`src/rtl/disp_irq_ctrl.sv`:
```
module disp_irq_ctrl #(
  parameter int NCH   = 5,
  parameter int NHEAD = 2,
  parameter int AW    = 5
) (
  input  logic          clk,
  input  logic          rst_n,
  input  logic          reg_we,
  input  logic [AW-1:0] reg_addr,
  input  logic [31:0]   reg_wdata,
  output logic [31:0]   reg_rdata,
  input  logic [NCH-1:0] ch_err,
  input  logic [9:0]    err_mthd,
  input  logic [2:0]    err_type,
  input  logic [7:0]    err_code,
  input  logic [31:0]   err_data,
  input  logic [NCH-1:0] ch_done,
  input  logic [NHEAD-1:0] vblank,
  input  logic [2:0]    sup_req,
  output logic          irq,
  output logic          svc_valid,
  output logic [2:0]    svc_kind,
  output logic [3:0]    svc_idx
);
  localparam int ERR_LSB = 16;
  localparam int VB_LSB  = 2;
  localparam int SUP_LSB = 4;
  localparam int A_REC   = 8;
  localparam logic [31:0] CH_ONES = (32'd1 << NCH) - 32'd1;
  localparam logic [31:0] M0 = (CH_ONES << ERR_LSB) | CH_ONES;
  localparam logic [31:0] M1 = (((32'd1 << NHEAD) - 32'd1) << VB_LSB) | (32'h7 << SUP_LSB);

  logic [NCH-1:0]   err_f, done_f;
  logic [NHEAD-1:0] vb_f;
  logic [2:0]       sup_f;
  logic [31:0]      en0, en1;
  logic [NCH-1:0][31:0] rec, dat;

  logic w0, w1;
  assign w0 = reg_we && (reg_addr == AW'(0));
  assign w1 = reg_we && (reg_addr == AW'(1));

  logic [NCH-1:0]   clr_err, clr_done;
  logic [NHEAD-1:0] clr_vb;
  logic [2:0]       clr_sup, sup_hold, sup_pick;
  assign clr_err  = w0 ? reg_wdata[ERR_LSB +: NCH] : '0;
  assign clr_done = w0 ? reg_wdata[0 +: NCH] : '0;
  assign clr_vb   = w1 ? reg_wdata[VB_LSB +: NHEAD] : '0;
  assign clr_sup  = w1 ? reg_wdata[SUP_LSB +: 3] : '0;
  assign sup_hold = sup_f & ~clr_sup;
  assign sup_pick = sup_req & (~sup_req + 3'd1);

  always_ff @(posedge clk) begin
    if (!rst_n) begin
      err_f <= '0; done_f <= '0; vb_f <= '0; sup_f <= '0;
      en0 <= '0; en1 <= '0;
    end else begin
      err_f  <= (err_f & ~clr_err) | ch_err;
      done_f <= (done_f & ~clr_done) | ch_done;
      vb_f   <= (vb_f & ~clr_vb) | (vblank & en1[VB_LSB +: NHEAD]);
      sup_f  <= (sup_hold != 3'd0) ? sup_hold : sup_pick;
      if (reg_we) begin
        case (reg_addr)
          AW'(2): en0 <= reg_wdata & M0;
          AW'(3): en1 <= reg_wdata & M1;
          AW'(4): en1 <= en1 | (reg_wdata & M1);
          AW'(5): en1 <= en1 & ~reg_wdata;
          default: ;
        endcase
      end
    end
  end

  for (genvar c = 0; c < NCH; c++) begin : g_rec
    logic cap;
    assign cap = ch_err[c] && (!err_f[c] || clr_err[c]);
    always_ff @(posedge clk) begin
      if (!rst_n) begin
        rec[c] <= '0;
        dat[c] <= '0;
      end else if (cap) begin
        rec[c] <= {8'h00, err_code, 1'b0, err_type, err_mthd, 2'b00};
        dat[c] <= err_data;
      end else if (reg_we && reg_addr == AW'(A_REC + 2*c)) begin
        rec[c] <= reg_wdata;
      end
    end
  end

  logic [31:0] s0, s1;
  assign s0 = (32'(err_f) << ERR_LSB) | 32'(done_f);
  assign s1 = (32'(vb_f) << VB_LSB) | (32'(sup_f) << SUP_LSB);

  always_comb begin
    reg_rdata = '0;
    case (reg_addr)
      AW'(0): reg_rdata = s0;
      AW'(1): reg_rdata = s1;
      AW'(2): reg_rdata = en0;
      AW'(3), AW'(4), AW'(5): reg_rdata = en1;
      default: ;
    endcase
    for (int c = 0; c < NCH; c++) begin
      if (reg_addr == AW'(A_REC + 2*c))     reg_rdata = rec[c];
      if (reg_addr == AW'(A_REC + 2*c + 1)) reg_rdata = dat[c];
    end
  end

  logic [NCH-1:0]   pend_err, pend_done;
  logic [NHEAD-1:0] pend_vb;
  logic [2:0]       pend_sup;
  assign pend_err  = err_f & en0[ERR_LSB +: NCH];
  assign pend_done = done_f & en0[0 +: NCH];
  assign pend_vb   = vb_f & en1[VB_LSB +: NHEAD];
  assign pend_sup  = sup_f & en1[SUP_LSB +: 3];
  assign irq = |{pend_err, pend_done, pend_vb, pend_sup};

  always_comb begin
    svc_kind = 3'd0;
    svc_idx  = 4'd0;
    for (int p = 2; p >= 0; p--)
      if (pend_sup[p]) begin svc_kind = 3'd4; svc_idx = 4'(p); end
    for (int h = NHEAD-1; h >= 0; h--)
      if (pend_vb[h]) begin svc_kind = 3'd3; svc_idx = 4'(h); end
    for (int c = NCH-1; c >= 0; c--)
      if (pend_done[c]) begin svc_kind = 3'd2; svc_idx = 4'(c); end
    for (int c = NCH-1; c >= 0; c--)
      if (pend_err[c]) begin svc_kind = 3'd1; svc_idx = 4'(c); end
  end
  assign svc_valid = (svc_kind != 3'd0);
endmodule

```
`config.mk`:
```
export PLATFORM = sky130hd
export DESIGN_NAME = disp_irq_ctrl
export DESIGN_NICKNAME = d
export VERILOG_FILES = /design/src/rtl/disp_irq_ctrl.sv
export SDC_FILE = /design/constraint.sdc
export NUM_CORES = 1
export LEC_CHECK = 0
export ABC_CLOCK_PERIOD_IN_PS = 1650
export BUFFER_PORTS_ARGS = -buffer_cell sky130_fd_sc_hd__buf_4
export CELL_PAD_IN_SITES_DETAIL_PLACEMENT = 0
export CELL_PAD_IN_SITES_GLOBAL_PLACEMENT = 1
export CORE_MARGIN = 4
export CORE_UTILIZATION = 40
export DETAILED_ROUTE_END_ITERATION = 12
export PLACE_DENSITY = 0.88
export SYNTH_ARGS = -nofsm -noshare
export SYNTH_HDL_FRONTEND = slang
export SYNTH_SLANG_ARGS = --single-unit
```
`constraint.sdc`:
```
create_clock -name clk -period 1.65 [get_ports clk]
set_input_delay 0.0825 -clock clk [delete_from_list [all_inputs] [get_ports clk]]
set_output_delay 0.0825 -clock clk [all_outputs]
set_load 0.01 [all_outputs]
```
==> Word-level counts from Yosys, hierarchy flattened <==
Index checks and enable logic that the tools add are counted.
Widths: inputs -> output; s select.
{ "word_totals": {"register_bits": 377, "input_bits": 108, "output_inout_bits": 41, "wordCells": 158} }
{ "classes": {"add_sub_neg": 1, "n_eq_ne": 15, "muxes": 57, "bitwise_logic": 24, "reduce_logical": 40} }
{ "ops": {"columns": ["op", "n"], "rows": [
  ["$mux 32", 10],
  ["$mux 24", 10],
  ["$pmux 32 s4", 1],
  ["$pmux 32 s3", 1],
  ["$mux 4", 14],
  ["$mux 3", 17],
  ["$eq 5x4->1 const B", 8],
  ["$and 32x32->32", 1],
  ["$not 32->32", 1],
  ["$or 32x7->32", 1],
  ["$or 21x5->21", 1],
  ["$and 5x5->5", 4],
  ["$reduce_or 15->1", 1],
  ["$logic_and 1x1->1", 12],
  ["$eq 5x2->1 const B", 2],
  ["$eq 5x3->1 const B", 2],
  ["$eq 5x5->1 const B", 2],
  ["$mux 5", 2],
  ["$not 5->5", 2],
  ["$or 5x5->5", 2],
  ["$reduce_bool 2->1", 5],
  ["$reduce_or 2->1", 5],
  ["$and 3x3->3", 3],
  ["$reduce_bool 3->1", 3],
  ["other kinds (14)", 27]
]} }

==> Longest topological paths before layout <==
{ "logic_depth": {"depth_word": 17, "depth_mapped": 9, "ltp_nobuf": 5} }

==> Least setup slack after synthesis <==
OpenSTA, ideal clock, no wires.
{ "synth_timing": {"path_type": "input port to output port", "start": "input port reg_addr[3]", "end": "output port reg_rdata[19]", "arrival_ps": 1608, "t_required_ps": 1567, "path_slack_ps": -41, "stages": 7, "path_buffers": 3, "cell_sequence": "buf_4 or4b_1 clkbuf_1 buf_2 o221ai_1 a211oi_1 or3_1"} }
{ "synth_between": {"elab_chain_len": 13, "word_cells_on_any_way": 28, "cone_classes": "eq/ne (15); mux (11); reduce/logical (2)"} }
{ "synth_rtl": {"columns": ["item", "line", "text"], "rows": [
  ["start, declared", "9", "input logic [AW-1:0] reg_addr,"],
  ["$eq 5x2->1 or $eq 5x3->1 (tied branches)", "96", "case (reg_addr)"],
  ["$reduce_or 3->1", "96", null],
  ["$pmux 32 s4", "96", null],
  ["$mux 32", "104", "if (reg_addr == AW'(A_REC + 2*c)) reg_rdata = rec[c];"],
  ["$mux 32", "105", "if (reg_addr == AW'(A_REC + 2*c + 1)) reg_rdata = dat[c];"],
  ["$mux 32", "104", null],
  ["$mux 32", "105", null],
  ["$mux 32", "104", null],
  ["$mux 32", "105", null],
  ["$mux 32", "104", null],
  ["$mux 32", "105", null],
  ["$mux 32", "104", null],
  ["$mux 32 (*)", "105", null],
  ["end, declared", "11", "output logic [31:0] reg_rdata,"]
]} }
Mark *: on every way between the ends. The rest lies on a longest branch, timed or not.

==> Worst setup path in the final report <==
{ "layout_timing": {"start": "register rec[50] (netlist name)", "end": "output port reg_rdata[18]"} }
{ "layout_between": {"elab_chain_len": 8} }
{ "layout_rtl": {"columns": ["item", "line", "text"], "rows": [
  ["start, declared", "37", "logic [NCH-1:0][31:0] rec, dat;"],
  ["start signal, assigned by index", "82", "rec[c] <= {8'h00, err_code, 1'b0, err_type, err_mthd, 2'b00};"],
  ["start signal, assigned by index", "85", "rec[c] <= reg_wdata;"],
  ["$mux 32", "104", null],
  ["$mux 32", "105", null],
  ["$mux 32", "104", null],
  ["$mux 32", "105", null],
  ["$mux 32", "104", null],
  ["$mux 32", "105", null],
  ["$mux 32", "104", null],
  ["$mux 32", "105", null]
]} }
No other way between the ends.

==> metrics.yaml <==
outcome: "finished, violations left"
violations: "negative setup slack"
die_w_um: 220
grt_max_degree: 73
p_leak_nw: 10.3
synth_area_um2: 18000
endpoint_kind: "output port"
yosysWarnings: 0
pwr-share-comb_pct: 15.8
port_buffers: 147
grt_antenna_before_repair: 0
final-max-slew-violation-count: 0
area_growth_pct: 43.7
grt_overflow: 0
worst_pin_slew_ns: 1.04
cts-buffers-inserted: 43
remaining_drc_errors: 0
antenna_left: 0
p_switching_w: 0.00669
crit_required_ns: 1.57
worstSetupStartpoint: "rec[50]"
powerDensity_nw_per_um2: 931
cts_buffer_depth: 3
die_h_um: 220
cts_tree: "yes"
synth_commonest_cells: "724 x nand2_1, 377 x dfxtp_1, 315 x a21oi_1"
hp-start: "reg_we"
drive_above_1_share_pct: 27.8
clk_latency_ns: 0.58
vdd_drop_max_mv: 0.707
setup_viol: 40
cp_slowest_stage_delay_ns: 0.47
arrival_ns: 2.12
setup_slack_ns: -0.549
ys.flop_type: "dfxtp_1"
ys_seq_area_share_pct: 42.0
gr-usage-all-layers_pct: 32.8
post-route-util_pct: 58.2
grt_first_pass_wirelength_um: 121000
yosys.area.top_type: "dfxtp_1"
antenna_cells: 0
start_kind: "flip-flop"
rsz0062_at_grt: "true"
root_buffer: "clkbuf_16"
yosys.area.top_type_share_pct: 42.0
drtIter0Drc: 2633
max_freq_mhz: 455
core_area_um2: 44300
hold_violations: 0
dr.pass1.iters: 6
finalWeightedCongestion: 1.10
synthArstFlopShare_pct: 0
clkTransAtPathRegs_ns: 0.06
synth_seq_cells: 377
post_drt_wl_per_cell_um: 24.3
preCtsSetupSlack_ns: -0.614
fin_crit_ns: 2.20
cap_violations: 0
crit-reg2reg-launch: "err_f[2]"
worstSetupPathType: "reg2out"
synth.area.top_cells: "dfxtp_1 42%, nand2_1 15%, a21oi_1 8.8%"
hpwlAfterDp_um: 56900
p_seq_share_pct: 41.8
via_per_inst: 5.99
fin_crit_sh_pct: 133
vias: 20400
totalWireLength_um: 82800
die_area_um2: 48300
synth_most_common_cell: "nand2_1"
syn_inst: 2392
final_cell_area_um2: 25800
p_int_w: 0.0173
fin_setup_tns_ns: -12.71
clkPwrFrac_pct: 42.4
critPathMaxFanout: 2
relSlewSlack_pct: 30.6
total_power_w: 0.0240
critPathSlowestCell: "or4_1"
io_pins: 149
hold_path_class: "in2reg"
synth_nets: 2500
grt_pass1_vias: 19100
clock-sinks: 377
initial_utilization_pct: 40.5
skew_ns: 0.0219
syn_avg_cell_area_um2: 7.51
cts_max_level: 2
synth_edf_count: 0
rows: 77
ys_types: 67
num-nets-final: 2884
placed_area_um2: 21100
r2r_slack_ns: 0.05
p_sw_share_pct: 27.8
path_cells: "and3b_1 -> or4_1 -> a21o_1 -> o211ai_1 -> buf_4"
==> area by class of cell <==
class	count	area, um2
fill	3941	18500
multi-input combinational	1788	10400
sequential	377	7620
timing repair buffer	557	5500
clock buffer	62	1300
tap	592	741
clock inverter	14	196
inverter	9	38.8
==> power by group through the flow <==
stage | Combinational (W) | Sequential, W | Clock (W)
after floorplan | 0.00166 | 0.00995 | 0
after global placement | 0.00304 | 0.0101 | 0
after detailed placement | 0.00309 | 0.0101 | 0
after CTS | 0.00357 | 0.00997 | 0.0102
after global routing | 0.00401 | 0.0101 | 0.0106
final | 0.00379 | 0.0100 | 0.0102
==> kinds of logic after synthesis <==
| group | synth area share, % |
|---|---|
| AOI/OAI and AO/OA | 26.9 |
| other | 0.0209 |
| DFF | 42.0 |
| buffers and inverters | 6.17 |
| muxes | 2.52 |
| and+or+nand+nor | 22.4 |
==> stage by stage <==
step                      hold slack (ns)  cells
final                              0.0374   3399
after global routing               0.0542   3399
after CTS                         0.00941   3379
after detailed placement            0.299   3151
after global placement              0.287   3151
after floorplan                     0.200   2392
==> state kept, by name, indices dropped and copies added, names as in the netlist <==
name and flops:
vb_f 2, sup_f 3, done_f 5, err_f 5
dat 160, rec 160, en0 10, en1 32
==> final timing paths <==
path,to,cells after the start
min reg2reg,dat[88],2
min,err_f[0],4
max reg2reg,dat[87],6
max,reg_rdata[18],5
==> per-layer routing <==
layer | wire length [um] | global-route usage, %
met4 | 3140 | 11.9
met1 | 34200 | 46.4
met2 | 35600 | 48.6
met5 | 107 | 1.67
met3 | 9690 | 7.79
==> cells in the final DEF (no fill, tap or decap), types with 48 or more instances in the layout <==
cell	n
nand2_1	703
dfxtp_1	326
buf_4	324
a21oi_1	303
o21ai_0	147
dlygate4sd3_1	109
nor2_1	74
buf_6	59
a31oi_1	56
buf_12	51
clkbuf_16	48
dfxtp_2	48
==> critical path: cells and delay by family (launching register included) <==
kind	cells	cell delay, ns
and+or+nand+nor	2	0.67
buffers and inverters	1	0.17
DFF	1	0.35
AOI/OAI and AO/OA	2	0.35
==> timing repair <==
action | in CTS | in global routing
pin swaps | 121 | 76
gates resized for setup | 275 | 123
buffers inserted | 38 | 18
hold endpoints to repair | 374 | 0
setup endpoints to repair | 41 | 43
hold buffers | 111 | 0
gates cloned | 4 | 5
(Power assumes the default switching activity.)
